`src/rtl/gpio_port_pkg.sv`:
```
package gpio_port_pkg;
  localparam int ADDR_W = 2;
  localparam logic [ADDR_W-1:0] ADDR_PORT = 2'd0;
  localparam logic [ADDR_W-1:0] ADDR_DIR  = 2'd1;
  localparam logic [ADDR_W-1:0] ADDR_CFG  = 2'd2;

  typedef struct packed {
    logic wrLatch;
    logic wrDir;
    logic wrCfg;
    logic rdPort;
    logic rdDir;
    logic rdCfg;
  } portStrb_t;
endpackage

```
`src/rtl/gpio_port_ctrl.sv`:
```
module gpio_port_ctrl
  import gpio_port_pkg::*;
#(
  parameter int BANK_W  = 4,
  parameter int BANK_ID = 5
) (
  input  logic [BANK_W-1:0] busBank,
  input  logic [ADDR_W-1:0] busAddr,
  input  logic              busWrEn,
  input  logic              busRdEn,
  output portStrb_t         strb
);
  logic bankHit;
  logic wrHit;
  logic rdHit;

  assign bankHit = (busBank == BANK_W'(BANK_ID));
  assign wrHit   = bankHit & busWrEn;
  assign rdHit   = bankHit & busRdEn;

  always_comb begin
    strb         = '0;
    strb.wrLatch = wrHit & (busAddr == ADDR_PORT);
    strb.wrDir   = wrHit & (busAddr == ADDR_DIR);
    strb.wrCfg   = wrHit & (busAddr == ADDR_CFG);
    strb.rdPort  = rdHit & (busAddr == ADDR_PORT);
    strb.rdDir   = rdHit & (busAddr == ADDR_DIR);
    strb.rdCfg   = rdHit & (busAddr == ADDR_CFG);
  end
endmodule

```
`src/rtl/gpio_port_dp.sv`:
```
module gpio_port_dp
  import gpio_port_pkg::*;
#(
  parameter int WIDTH    = 8,
  parameter int ANA_PINS = 4,
  parameter int CAP_PIN  = 4,
  parameter int PWM_PIN  = 5,
  parameter int TX_PIN   = 6,
  parameter int RX_PIN   = 7
) (
  input  logic                clk,
  input  logic                rst_n,
  input  portStrb_t           strb,
  input  logic [WIDTH-1:0]    wrData,
  output logic [WIDTH-1:0]    rdData,
  input  logic [WIDTH-1:0]    padIn,
  output logic [WIDTH-1:0]    padOut,
  output logic [WIDTH-1:0]    padOe,
  input  logic                pwmEn,
  input  logic                pwmOut,
  input  logic                txEn,
  input  logic                txOut,
  input  logic                capEn,
  input  logic                rxEn,
  output logic                capIn,
  output logic                rxIn,
  output logic [WIDTH-1:0]    latchQ,
  output logic [WIDTH-1:0]    dirQ,
  output logic [ANA_PINS-1:0] anaMask,
  output logic [WIDTH-1:0]    syncPin
);
  localparam int PAD_W = WIDTH - ANA_PINS;

  logic [WIDTH-1:0] syncMeta;
  logic [WIDTH-1:0] pinView;

  // register file
  always_ff @(posedge clk or negedge rst_n) begin
    if (!rst_n) begin
      latchQ  <= '0;
      dirQ    <= '1;
      anaMask <= '1;
    end else begin
      if (strb.wrLatch) latchQ  <= wrData;
      if (strb.wrDir)   dirQ    <= wrData;
      if (strb.wrCfg)   anaMask <= wrData[ANA_PINS-1:0];
    end
  end

  // two-stage input synchronizer standing in for the hysteresis buffer
  always_ff @(posedge clk or negedge rst_n) begin
    if (!rst_n) begin
      syncMeta <= '0;
      syncPin  <= '0;
    end else begin
      syncMeta <= padIn;
      syncPin  <= syncMeta;
    end
  end

  for (genvar gi = 0; gi < WIDTH; gi++) begin : g_pin
    logic anaBit;
    logic ovrEn;
    logic ovrVal;
    if (gi < ANA_PINS) begin : g_ana
      assign anaBit = anaMask[gi];
    end else begin : g_dig
      assign anaBit = 1'b0;
    end
    if (gi == PWM_PIN) begin : g_pwm
      assign ovrEn  = pwmEn;
      assign ovrVal = pwmOut;
    end else if (gi == TX_PIN) begin : g_tx
      assign ovrEn  = txEn;
      assign ovrVal = txOut;
    end else begin : g_none
      assign ovrEn  = 1'b0;
      assign ovrVal = 1'b0;
    end
    assign padOe[gi]   = anaBit ? 1'b0 : (ovrEn | ~dirQ[gi]);
    assign padOut[gi]  = ovrEn ? ovrVal : latchQ[gi];
    assign pinView[gi] = anaBit ? 1'b0 : syncPin[gi];
  end

  assign capIn = capEn & syncPin[CAP_PIN];
  assign rxIn  = rxEn & syncPin[RX_PIN];

  always_comb begin
    rdData = '0;
    if (strb.rdPort) rdData = pinView;
    if (strb.rdDir)  rdData = dirQ;
    if (strb.rdCfg)  rdData = {{PAD_W{1'b0}}, anaMask};
  end
endmodule

```
`src/rtl/gpio_shared_port.sv`:
```
module gpio_shared_port
  import gpio_port_pkg::*;
#(
  parameter int WIDTH    = 8,
  parameter int ANA_PINS = 4,
  parameter int BANK_W   = 4,
  parameter int BANK_ID  = 5
) (
  input  logic              clk,
  input  logic              rst_n,
  input  logic [BANK_W-1:0] busBank,
  input  logic [ADDR_W-1:0] busAddr,
  input  logic              busWrEn,
  input  logic              busRdEn,
  input  logic [WIDTH-1:0]  busWrData,
  output logic [WIDTH-1:0]  busRdData,
  input  logic [WIDTH-1:0]  padIn,
  output logic [WIDTH-1:0]  padOut,
  output logic [WIDTH-1:0]  padOe,
  input  logic              pwmEn,
  input  logic              pwmOut,
  input  logic              txEn,
  input  logic              txOut,
  input  logic              capEn,
  input  logic              rxEn,
  output logic              capIn,
  output logic              rxIn
);
  portStrb_t           strb;
  logic [WIDTH-1:0]    latchQ;
  logic [WIDTH-1:0]    dirQ;
  logic [ANA_PINS-1:0] anaMask;
  logic [WIDTH-1:0]    syncPin;

  gpio_port_ctrl #(.BANK_W(BANK_W), .BANK_ID(BANK_ID)) u_ctrl (
    .busBank(busBank), .busAddr(busAddr), .busWrEn(busWrEn),
    .busRdEn(busRdEn), .strb(strb)
  );

  gpio_port_dp #(.WIDTH(WIDTH), .ANA_PINS(ANA_PINS)) u_dp (
    .clk(clk), .rst_n(rst_n), .strb(strb), .wrData(busWrData),
    .rdData(busRdData), .padIn(padIn), .padOut(padOut), .padOe(padOe),
    .pwmEn(pwmEn), .pwmOut(pwmOut), .txEn(txEn), .txOut(txOut),
    .capEn(capEn), .rxEn(rxEn), .capIn(capIn), .rxIn(rxIn),
    .latchQ(latchQ), .dirQ(dirQ), .anaMask(anaMask), .syncPin(syncPin)
  );
endmodule

```
`config.mk`:
```
export PLATFORM = sky130hd
export DESIGN_NAME = gpio_shared_port
export DESIGN_NICKNAME = d
export VERILOG_FILES = /design/src/rtl/gpio_port_pkg.sv /design/src/rtl/gpio_port_ctrl.sv /design/src/rtl/gpio_port_dp.sv /design/src/rtl/gpio_shared_port.sv
export SDC_FILE = /design/constraint.sdc
export NUM_CORES = 1
export LEC_CHECK = 0
export ABC_AREA = 1
export BUFFER_PORTS_ARGS = -buffer_cell sky130_fd_sc_hd__buf_2
export CAP_MARGIN = 25
export CORE_MARGIN = 2
export CORE_UTILIZATION = 40
export CTS_CLUSTER_SIZE = 12
export DETAILED_ROUTE_END_ITERATION = 7
export GPL_TIMING_DRIVEN = 0
export PLACE_DENSITY = 0.82
export SKIP_CTS_REPAIR_TIMING = 1
export SLEW_MARGIN = 20
export SYNTH_ARGS = -nofsm -noshare
export SYNTH_HDL_FRONTEND = slang
export SYNTH_HIERARCHICAL = 1
export SYNTH_SLANG_ARGS = --single-unit
export TNS_END_PERCENT = 1
```
`constraint.sdc`:
```
create_clock -name clk -period 1.1 [get_ports clk]
set_input_delay 0.22 -clock clk [delete_from_list [all_inputs] [get_ports clk]]
set_output_delay 0.22 -clock clk [all_outputs]
set_load 0.03 [all_outputs]
```
### After elaboration in Yosys (flattened, before gate mapping)

Cells that the tools add are included.

* register bits after elaboration: 36
* bits of input ports: 32
* output and inout bits: 26
* logic and storage cells: 42

* bitwise logic cells: 20
* multiplexer cells: 13
* reduce and logical (&&, ||, !) cells: 1
* equal/unequal tests: 3

Operators by type and width (count)
* 8-bit 2-to-1 mux: 3
* 1-bit AND: 10
* 1-bit 2-to-1 mux: 10
* 1-bit NOT: 8
* 4-bit by 3-bit equality test with 1-bit output (second input constant): 1
* 2-bit by 1-bit equality test with 1-bit output (second input constant): 1
* 2-bit equality test (second input constant): 1
* 2-bit logical NOT: 1
* 1-bit bitwise OR: 2

### Logic depth before layout (Yosys ltp)

* depth after elaboration: 6
* gate-level depth with buffers: 8
* gate-level depth less buffers: 8

### Hierarchy

Netlist, hierarchy kept.

By module, submodules not included
* gpio_port_dp: area each 1475.2 sq um, instances 1, cells an instance 159, seq. area each 915.9 sq um
* gpio_port_ctrl: area each 65.1 sq um, instances 1, cells an instance 16, seq. area each 0.0 sq um

### Worst setup path before layout

No wires, ideal clock.

* path kind: in2out
* start: input port busBank[1]
* end: output port busRdData[0]
* path buffers: 1
* required time: 880 ps
* slack: -392 ps
* data arrival time: 1272 ps
* cell stages on the path: 6
* cells stage by stage: nor2_2 -> nand3_1 -> nor2_1 -> buf_6 -> a21oi_1 -> a21oi_1

RTL lines
* start: declaration: RTL line gpio_shared_port.sv:11 `input logic [BANK_W-1:0] busBank,`
* end: declaration: RTL line gpio_shared_port.sv:16 `output logic [WIDTH-1:0] busRdData,`

==> results.toml <==
[global_routing]
groute.usage.overall_pct = 16.5
grt_antenna_before_repair = 0
gr-total-overflow = 0
grt_start_max_net_pins = 37
global_route_wire_length_before_repair_um = 5260
grt_pass1_vias = 1257

[floorplanning]
die_width_um = 66.1
placementRows = 22
chipHeight_um = 66.1
floorplan.core_area_um2 = 3690
ioPinCount = 58
die_area_um2 = 4360
floorplan.initialDensity_pct = 41.8

[setup_path]
setup.worst_path.start_class = "primary input"
timing_worst_setup_path_type = "primary input to primary output"
worstReg2RegStart = "u_dp/dirQ[4]$_DFFE_PN1P_"
timing.critical_path.required_ps = 880
crit_path_end_kind = "primary output"
critical_path.max_fanout = 6
worstPathArrival_ps = 1340
critPathLaunch = "busBank[3]"

[drt]
drt_iter0_markers = 37
dr.pass1.iters = 4
routedWlPerCell_um = 11.9
wirelength_um = 3450
vias_after_detailed_routing = 1325
drc = 0
vias_per_cell = 4.55
route.antenna.remaining_nets = 0

[finish]
layout.area.seq_um2 = 916
antennaDiodeCount = 0
fin_cells = 291
multiInputGateArea_um2 = 599
areaGrowthSynthToFinish_pct = 49.7
drive_above_1_share_pct = 49.8
nets = 274
filler_cell_count = 342

[status]
violations_in_the_final_reports = "hold timing, setup timing"
status = "finished with violations"

[sta]
layout_worst_path_cycle_share_pct = 142
final.setup.worst_slack_ps = -460
final_period_minus_worst_setup_slack_ps = 1560
hold_slack_ps = -4.50
slew_violations = 0
timing.slew.headroom_pct = 50.2
worst-slew-pin-transition_ps = 748
timing.fmax_ghz = 0.641
unrepaired_setup_endpoints_after_global_routing = "true"
fin_worst_skew_ps = 3.75
endpoints_failing_hold = 10
totalNegativeSetupSlack_ps = -7310
finalSetupViolations = 42

[synth]
postSynth.asyncResetShare_pct = 100
synth.top_cells.by_area = "sky130_fd_sc_hd__dfrtp_1 (39%), sky130_fd_sc_hd__dfstp_2 (20%), sky130_fd_sc_hd__nand2_1 (9.7%)"
yosys-top-cells-count = "sky130_fd_sc_hd__nand2_1 (40), sky130_fd_sc_hd__inv_1 (31), sky130_fd_sc_hd__dfrtp_1 (24)"
synthesis.area_per_instance_um2 = 8.80
dominantRegCellSynth = "sky130_fd_sc_hd__dfrtp_1"
synth.largest_area_cell = "sky130_fd_sc_hd__dfrtp_1"
synth_nets = 207
yosysWarningCount = 6
post-synth-top-count-cell = "sky130_fd_sc_hd__nand2_1"
number_of_enable_flip_flop_cells_after_synthesis = 0
syn-cell-area_um2 = 1540
synth_cell_type_count = 14
synth_sequential_area_ratio_pct = 59.5
postSynthRegisterBits = 36
yosysTopAreaCellShare_pct = 39.0
gate_count_after_technology_mapping = 175

[clock_network]
clock-sinks = 36
cts_buffers = 5
reg_clk_slew_reported_paths_ps = 70
ctsHtreeMaxLevel = 2
cts_buffer_depth = 2
cts-root-buf = "sky130_fd_sc_hd__clkbuf_8"
clock_latency_ps = 290
cts_tree = "done"

[placed_design]
numPortBuffers = 57
total_half_perimeter_wirelength_after_legalization_and_detailed_placement_um = 2470
dp_cells = 280
globalplace.congestion = 0.784

[power]
p_leak_nw = 1.13
power.ir.vdd_worst_uv = 776
powerDensity_nw_per_um2 = 1550

[flow_run]
max_cap_violations = 0

[hold_path]
worst_hold_path_type = "primary input to async pin"
-- through the flow --
step	power, mW	util, %	setup slack [ps]	area [um^2]	hold slack (ps)
finish	3.57	62.5	-460	2310	-4.50
detailed placement	2.34	53.6	-552	1980	329
global placement	2.32	53.6	-516	1980	327
global route	3.76	62.5	-576	2310	18.7
CTS	3.47	56.5	-558	2090	22.3
floorplan	2.10	-	-182	1630	-75.6
-- registers in the layout, indices dropped and copies added, names as in the netlist --
register	count
u_dp/anaMask	4
u_dp/syncMeta	8
u_dp/dirQ	8
u_dp/syncPin	8
u_dp/latchQ	8
-- power by group --
part	internal (mW)	switching, mW
Clock	0.672	0.441
Sequential	1.57	0.121
Combinational	0.330	0.439
-- worst max-delay path, stage by stage --
cell,delay [ps]
sky130_fd_sc_hd__buf_6,90
sky130_fd_sc_hd__nor2_4,120
sky130_fd_sc_hd__nand3_4,90
sky130_fd_sc_hd__nor2_1,140
sky130_fd_sc_hd__buf_6,150
sky130_fd_sc_hd__clkinvlp_4,150
sky130_fd_sc_hd__nor2_2,170
sky130_fd_sc_hd__a21oi_4,50
sky130_fd_sc_hd__buf_6,150
-- worst paths after layout --
path	to	slack [ps]	depth (start not counted)
min in group clk	u_dp/syncMeta[2]$_DFF_PN0_	30	1
hold reg to reg	u_dp/syncPin[0]$_DFF_PN0_	340	0
hold / removal	u_dp/syncMeta[5]$_DFF_PN0_	-5	1
setup / recovery	busRdData[0]	-460	9
setup reg to reg	u_dp/dirQ[4]$_DFFE_PN1P_	260	2
max in group asynchronous	u_dp/latchQ[2]$_DFFE_PN0P_	630	1
-- per-layer routing --
layer	share of wire [%]	GRT usage [%]	vias up
met3	9.0	6.13	5
li1	-	-	658
met2	51	27.0	52
met1	38	19.4	610
met4	1.5	6.89	0
met5	0	0	-
-- cells by family after synthesis --
kind of cell / Yosys count / synth area share, %
and+or+nand+nor: 64 / 17.3
AOI/OAI and AO/OA: 34 / 11.0
DFF: 36 / 59.5
buffers and inverters: 41 / 12.2
-- cell usage in the layout, fill, tap and decap left out --
master                       Yosys  final
sky130_fd_sc_hd__a21oi_1        12      4
sky130_fd_sc_hd__a21oi_4         0      8
sky130_fd_sc_hd__buf_2           3     42
sky130_fd_sc_hd__buf_4           6      6
sky130_fd_sc_hd__buf_6           1     22
sky130_fd_sc_hd__bufinv_16       0      1
sky130_fd_sc_hd__clkbuf_1        0      1
sky130_fd_sc_hd__clkbuf_8        0      5
sky130_fd_sc_hd__clkinv_2        0      1
sky130_fd_sc_hd__clkinvlp_4      0      1
sky130_fd_sc_hd__dfrtp_1        24     24
sky130_fd_sc_hd__dfstp_2        12     12
sky130_fd_sc_hd__inv_1          31     28
sky130_fd_sc_hd__inv_2           0      2
sky130_fd_sc_hd__nand2_1        40     32
sky130_fd_sc_hd__nand2_2         0      7
sky130_fd_sc_hd__nand2_4         0      1
sky130_fd_sc_hd__nand3_1         2      1
sky130_fd_sc_hd__nand3_4         0      1
sky130_fd_sc_hd__nor2_1         18     10
sky130_fd_sc_hd__nor2_2          1      6
sky130_fd_sc_hd__nor2_4          0      3
sky130_fd_sc_hd__nor2_8          1      1
sky130_fd_sc_hd__o21ai_0        22     20
sky130_fd_sc_hd__o21ai_1         0      2
sky130_fd_sc_hd__or2_2           2      2
-- area by class of cell --
type,instances,share of cell area (%)
repair buffers,60,17.5
flip-flops and latches,36,39.7
well taps,48,2.60
clock buffers,6,3.15
clock inverters,2,1.52
multi-input cells,98,26.0
inverters,31,5.21
plain buffers,10,4.34
Note: power is estimated with default switching activity, not from simulation.
